**src/rtl/xc_arb_pkg.sv**
```systemverilog
package xc_arb_pkg;
    localparam int unsigned XC_PC_W    = 32;
    localparam int unsigned XC_CAUSE_W = 5;

    typedef struct packed {
        logic                  valid;
        logic                  exc;
        logic                  in_slot;
        logic [XC_CAUSE_W-1:0] cause;
        logic [XC_PC_W-1:0]    pc;
    } xc_rec_t;
endpackage

```
**src/rtl/xc_stage_merge.sv**
```systemverilog
module xc_stage_merge
    import xc_arb_pkg::*;
(
    input  xc_rec_t               rec_q,
    input  logic                  raise,
    input  logic [XC_CAUSE_W-1:0] cause,
    output xc_rec_t               rec_eff
);
    // A held exception wins over a new raise; bubbles never raise.
    always_comb begin
        rec_eff = rec_q;
        if (rec_q.valid && !rec_q.exc && raise) begin
            rec_eff.exc   = 1'b1;
            rec_eff.cause = cause;
        end
    end
endmodule

```
**src/rtl/xc_commit_pick.sv**
```systemverilog
module xc_commit_pick
    import xc_arb_pkg::*;
#(
    parameter int unsigned INSN_BYTES = 4
) (
    input  xc_rec_t               head,
    output logic                  take,
    output logic [XC_PC_W-1:0]    epc,
    output logic [XC_CAUSE_W-1:0] ecause,
    output logic                  eslot
);
    localparam logic [XC_PC_W-1:0] STEP = XC_PC_W'(INSN_BYTES);

    always_comb begin
        take   = head.valid && head.exc;
        ecause = take ? head.cause : '0;
        eslot  = take && head.in_slot;
        if (!take)
            epc = '0;
        else if (head.in_slot)
            epc = head.pc - STEP;
        else
            epc = head.pc;
    end
endmodule

```
**src/rtl/xc_commit_arbiter.sv**
```systemverilog
module xc_commit_arbiter
    import xc_arb_pkg::*;
#(
    parameter int unsigned NSTG       = 4,
    parameter int unsigned INSN_BYTES = 4
) (
    input  logic                             clk,
    input  logic                             rst_n,
    input  logic                             pipe_adv,
    input  logic                             fe_valid,
    input  logic [XC_PC_W-1:0]               fe_pc,
    input  logic                             fe_in_slot,
    input  logic [NSTG-1:0]                  stg_raise,
    input  logic [NSTG-1:0][XC_CAUSE_W-1:0]  stg_cause,
    output logic                             trap_take,
    output logic [XC_PC_W-1:0]               trap_pc,
    output logic [XC_CAUSE_W-1:0]            trap_cause,
    output logic                             trap_in_slot,
    output logic [NSTG-1:0]                  flush,
    output logic                             kill_wr
);
    localparam int unsigned HEAD = NSTG - 1;

    typedef struct packed {
        xc_rec_t [NSTG-1:0] rec;
    } arb_state_t;

    arb_state_t st_d, st_q;
    xc_rec_t    eff [NSTG];
    logic       take_w;

    for (genvar g = 0; g < NSTG; g++) begin : g_stage
        xc_stage_merge u_merge (
            .rec_q   (st_q.rec[g]),
            .raise   (stg_raise[g]),
            .cause   (stg_cause[g]),
            .rec_eff (eff[g])
        );
    end

    xc_commit_pick #(.INSN_BYTES(INSN_BYTES)) u_pick (
        .head   (eff[HEAD]),
        .take   (take_w),
        .epc    (trap_pc),
        .ecause (trap_cause),
        .eslot  (trap_in_slot)
    );

    always_comb begin
        st_d = st_q;
        if (take_w) begin
            st_d.rec = '0;
        end else if (pipe_adv) begin
            st_d.rec[0]         = '0;
            st_d.rec[0].valid   = fe_valid;
            st_d.rec[0].in_slot = fe_valid && fe_in_slot;
            st_d.rec[0].pc      = fe_valid ? fe_pc : '0;
            for (int i = 1; i < NSTG; i++)
                st_d.rec[i] = eff[i-1];
        end else begin
            for (int i = 0; i < NSTG; i++)
                st_d.rec[i] = eff[i];
        end
    end

    always_ff @(posedge clk or negedge rst_n) begin
        if (!rst_n)
            st_q <= '0;
        else
            st_q <= st_d;
    end

    assign trap_take = take_w;
    assign flush     = {NSTG{take_w}};
    assign kill_wr   = take_w;
endmodule

```
**config.mk**
```make
export PLATFORM = sky130hd
export DESIGN_NAME = xc_commit_arbiter
export DESIGN_NICKNAME = d
export VERILOG_FILES = /design/src/rtl/xc_arb_pkg.sv /design/src/rtl/xc_stage_merge.sv /design/src/rtl/xc_commit_pick.sv /design/src/rtl/xc_commit_arbiter.sv
export SDC_FILE = /design/constraint.sdc
export NUM_CORES = 1
export LEC_CHECK = 0
export CORE_ASPECT_RATIO = 1.75
export CORE_MARGIN = 1.5
export CORE_UTILIZATION = 40
export DETAILED_ROUTE_END_ITERATION = 6
export PLACE_DENSITY = 0.68
export SLEW_MARGIN = 20
export SYNTH_ARGS = -nofsm -noshare
export SYNTH_HDL_FRONTEND = slang
export SYNTH_SLANG_ARGS = --single-unit
```
**constraint.sdc**
```tcl
create_clock -name clk -period 2.7 [get_ports clk]
set_input_delay 0.54 -clock clk [delete_from_list [all_inputs] [get_ports clk]]
set_output_delay 0.54 -clock clk [all_outputs]
set_load 0.02 [all_outputs]
```
==> run metrics <==
status finished, violations left; violated checks setup timing; most common cell after layout, fill and taps aside dfrtp_1; worst-path fanout max 6; Critical Path Max Stage Delay 0.56 ns; IO Count 105; MaxCap Viol Count 0; post-route ant nets 0; Post-Syn Nets about 700; final clock skew 0.00997 ns; Core Rows 65; filler cell count between 1000 and 1500; grt ovf 0; startpoint types register; worst path cell trace or4b_4 > or4_4 > or4_4 > a21oi_4 > buf_6; Hold Fails Final Rpt 0; final core occ around 57%; EDFF count, synth 0; ant diodes 0; Port Buffers about 100; crit path DAT ~2.6 ns; Async S/R FF share, synth 100%; pre-CTS setup slack -0.532 ns; CP bufs+invs 1; Crit path max-delay family simple AND/OR/NAND/NOR gates; slew at the pin closest to its max-slew limit 0.792 ns; largest net degree at the start of global routing slightly below 90; Leak Pwr a little over 5 nW; min-delay worst type primary input to async pin; die area 19000 sq um; placed insts around 1000; vias per inst around 5.2; Global Route Usage Sum 20.0%; fin crit share 115%; layout cell share with drive strength beyond 1 between 20 and 30%; Bufs on Longest Clock Path 2; non-filler cells, final around 1100; PwrDens 977 nW/um^2; final wirelength between 15 and 20 mm; Root Buffer clkbuf_16; ys flop type dfrtp_1; post-synthesis sequential area ratio a little under three fifths; cts hold-fix bufs 0; Post-DP HPWL 12.5 mm; Synth Cell Area between 7000 and 8000 sq um; max FFs per register 160; CTS tree done; total power 9.99 mW; total CTS buffers 17; maximum vdd drop 416 uV; GPL Wtd Cong between 0.8 and 0.9; final setup vio count 24; wire per inst 17.2 um; R2R depth 7; # nets final between 800 and 900; area share of the largest cell type after synthesis between 50 and 60%; biggest regs st_q (160); CP max-delay cell or4b_4; vias in the first global route about 6000; CP Depth 5; Max Fclk 0.323 GHz; CP endpoint kind output port; total number of vias 5545; die height between 150 and 200 um; kind of critical path register to output port; core area around 18000 sq um; RSZ-0062 raised after global routing yes; ranking of synthesized cells by area dfrtp_1 55%, mux2i_1 16%, nor2_1 7.4%; Rel. slew slack 47.2%; most frequent cells in the layout 160 x dfrtp_1, 141 x nor2_1, 118 x mux2i_1; Synth warnings 0; # DRC 0; synthesized instance count ~650; Pre-antenna DRT Iters 4; Initial DRC Count about 270; fin. max-slew vios 0; die width between 100 and 150 um; synthesized area per cell around 11 sq um; Layout area overhead 40.8%; final setup margin -0.400 ns; Yosys reg bits 160; H-tree depth 4; Initial Utilization about two fifths; Synth area leader dfrtp_1; largest register by flop count st_q; min Tclk post-route between 3 and 4 ns; clock sink count 160; Distinct cells, synth 41; initial antenna violation count 0; Worst EP required around 2.2 ns; clock-pin slew on the worst setup and hold paths around 0.060 ns; first-pass GRT wire length between 20 and 30 mm; Skew-Pair Late Insertion Delay 0.42 ns; Crit path top cell by count or4_4
==> cell usage after synthesis (all sizes together) (6+ instances only) <==
cell / n
a211oi: 7
a22o: 33
o21ai: 6
nand2: 6
a21oi: 18
xor2: 6
buf: 12
dfrtp: 160
or4: 13
nor2: 143
or3: 10
mux2i: 118
nor2b: 6
nor4: 8
o31ai: 10
mux2: 11
clkbuf: 38
xnor2: 6
==> metrics by stage <==
step | setup TNS (ns) | hold WS, ns | instance area (sq um)
5_1_grt | -7.63 | 0.253 | 10200
4_1_cts | -5.57 | 0.208 | 9950
3_5_place_dp | -10.34 | 0.495 | 9140
3_3_place_gp | -9.44 | 0.488 | 9140
6_report | -5.59 | 0.187 | 10200
2_1_floorplan | -0.161 | 0.244 | 7320
==> report_power, final <==
part / total, mW / switching, mW / internal (mW)
clock network: 2.34 / 1.04 / 1.30
logic: 4.19 / 2.28 / 1.90
registers: 3.46 / 0.420 / 3.04
==> per-layer routing <==
layer,vias to the layer above,share of wire (%),global-route usage (%)
li1,2640,-,-
met1,2766,39,22.5
met2,113,56,37.2
met3,26,3.0,2.96
met4,0,2.1,7.84
met5,-,0,0
==> path summary, 6_finish.rpt <==
check | from | endpoint | slack [ns]
worst max-delay path | st_q[123] | trap_pc[27] | -0.40
worst min-delay path | rst_n | st_q[28] | 0.19
worst max register to register | st_q[158] | st_q[18] | 0.61
worst min register to register | st_q[6] | st_q[6] | 0.51
max in group asynchronous | rst_n | st_q[158] | 1.77
min in group clk | st_q[6] | st_q[6] | 0.51
==> logic make-up (layout without fill, tap and decap cells) <==
group	after synthesis	count (layout)	synth area share (%)
adders and majority gates	1	1	0.172
AOI/OAI and AO/OA	84	84	8.46
muxes	129	129	18.0
xor gates and xnor gates	12	12	1.45
DFF	160	160	55.2
buffers and inverters	53	231	3.09
and+or+nand+nor	215	215	13.7
==> layout make-up <==
type / instances / area (sq um) / share of cell area (%)
Clock buffer: 17 / 425 / 4.16
Clock inverter: 15 / 149 / 1.46
Inverter: 3 / 18.8 / 0.184
Multi-Input combinational cell: 441 / 3510 / 34.3
Sequential cell: 160 / 4000 / 39.2
Tap cell: 234 / 293 / 2.87
Timing Repair Buffer: 196 / 1820 / 17.8
==> timing repair <==
action                     CTS  global route
gates cloned                 0             1
setup endpoints to repair   44            28
gates resized for setup    208            48
pin swaps                   26            23
buffers inserted             6             6
(Power assumes the default switching activity.)
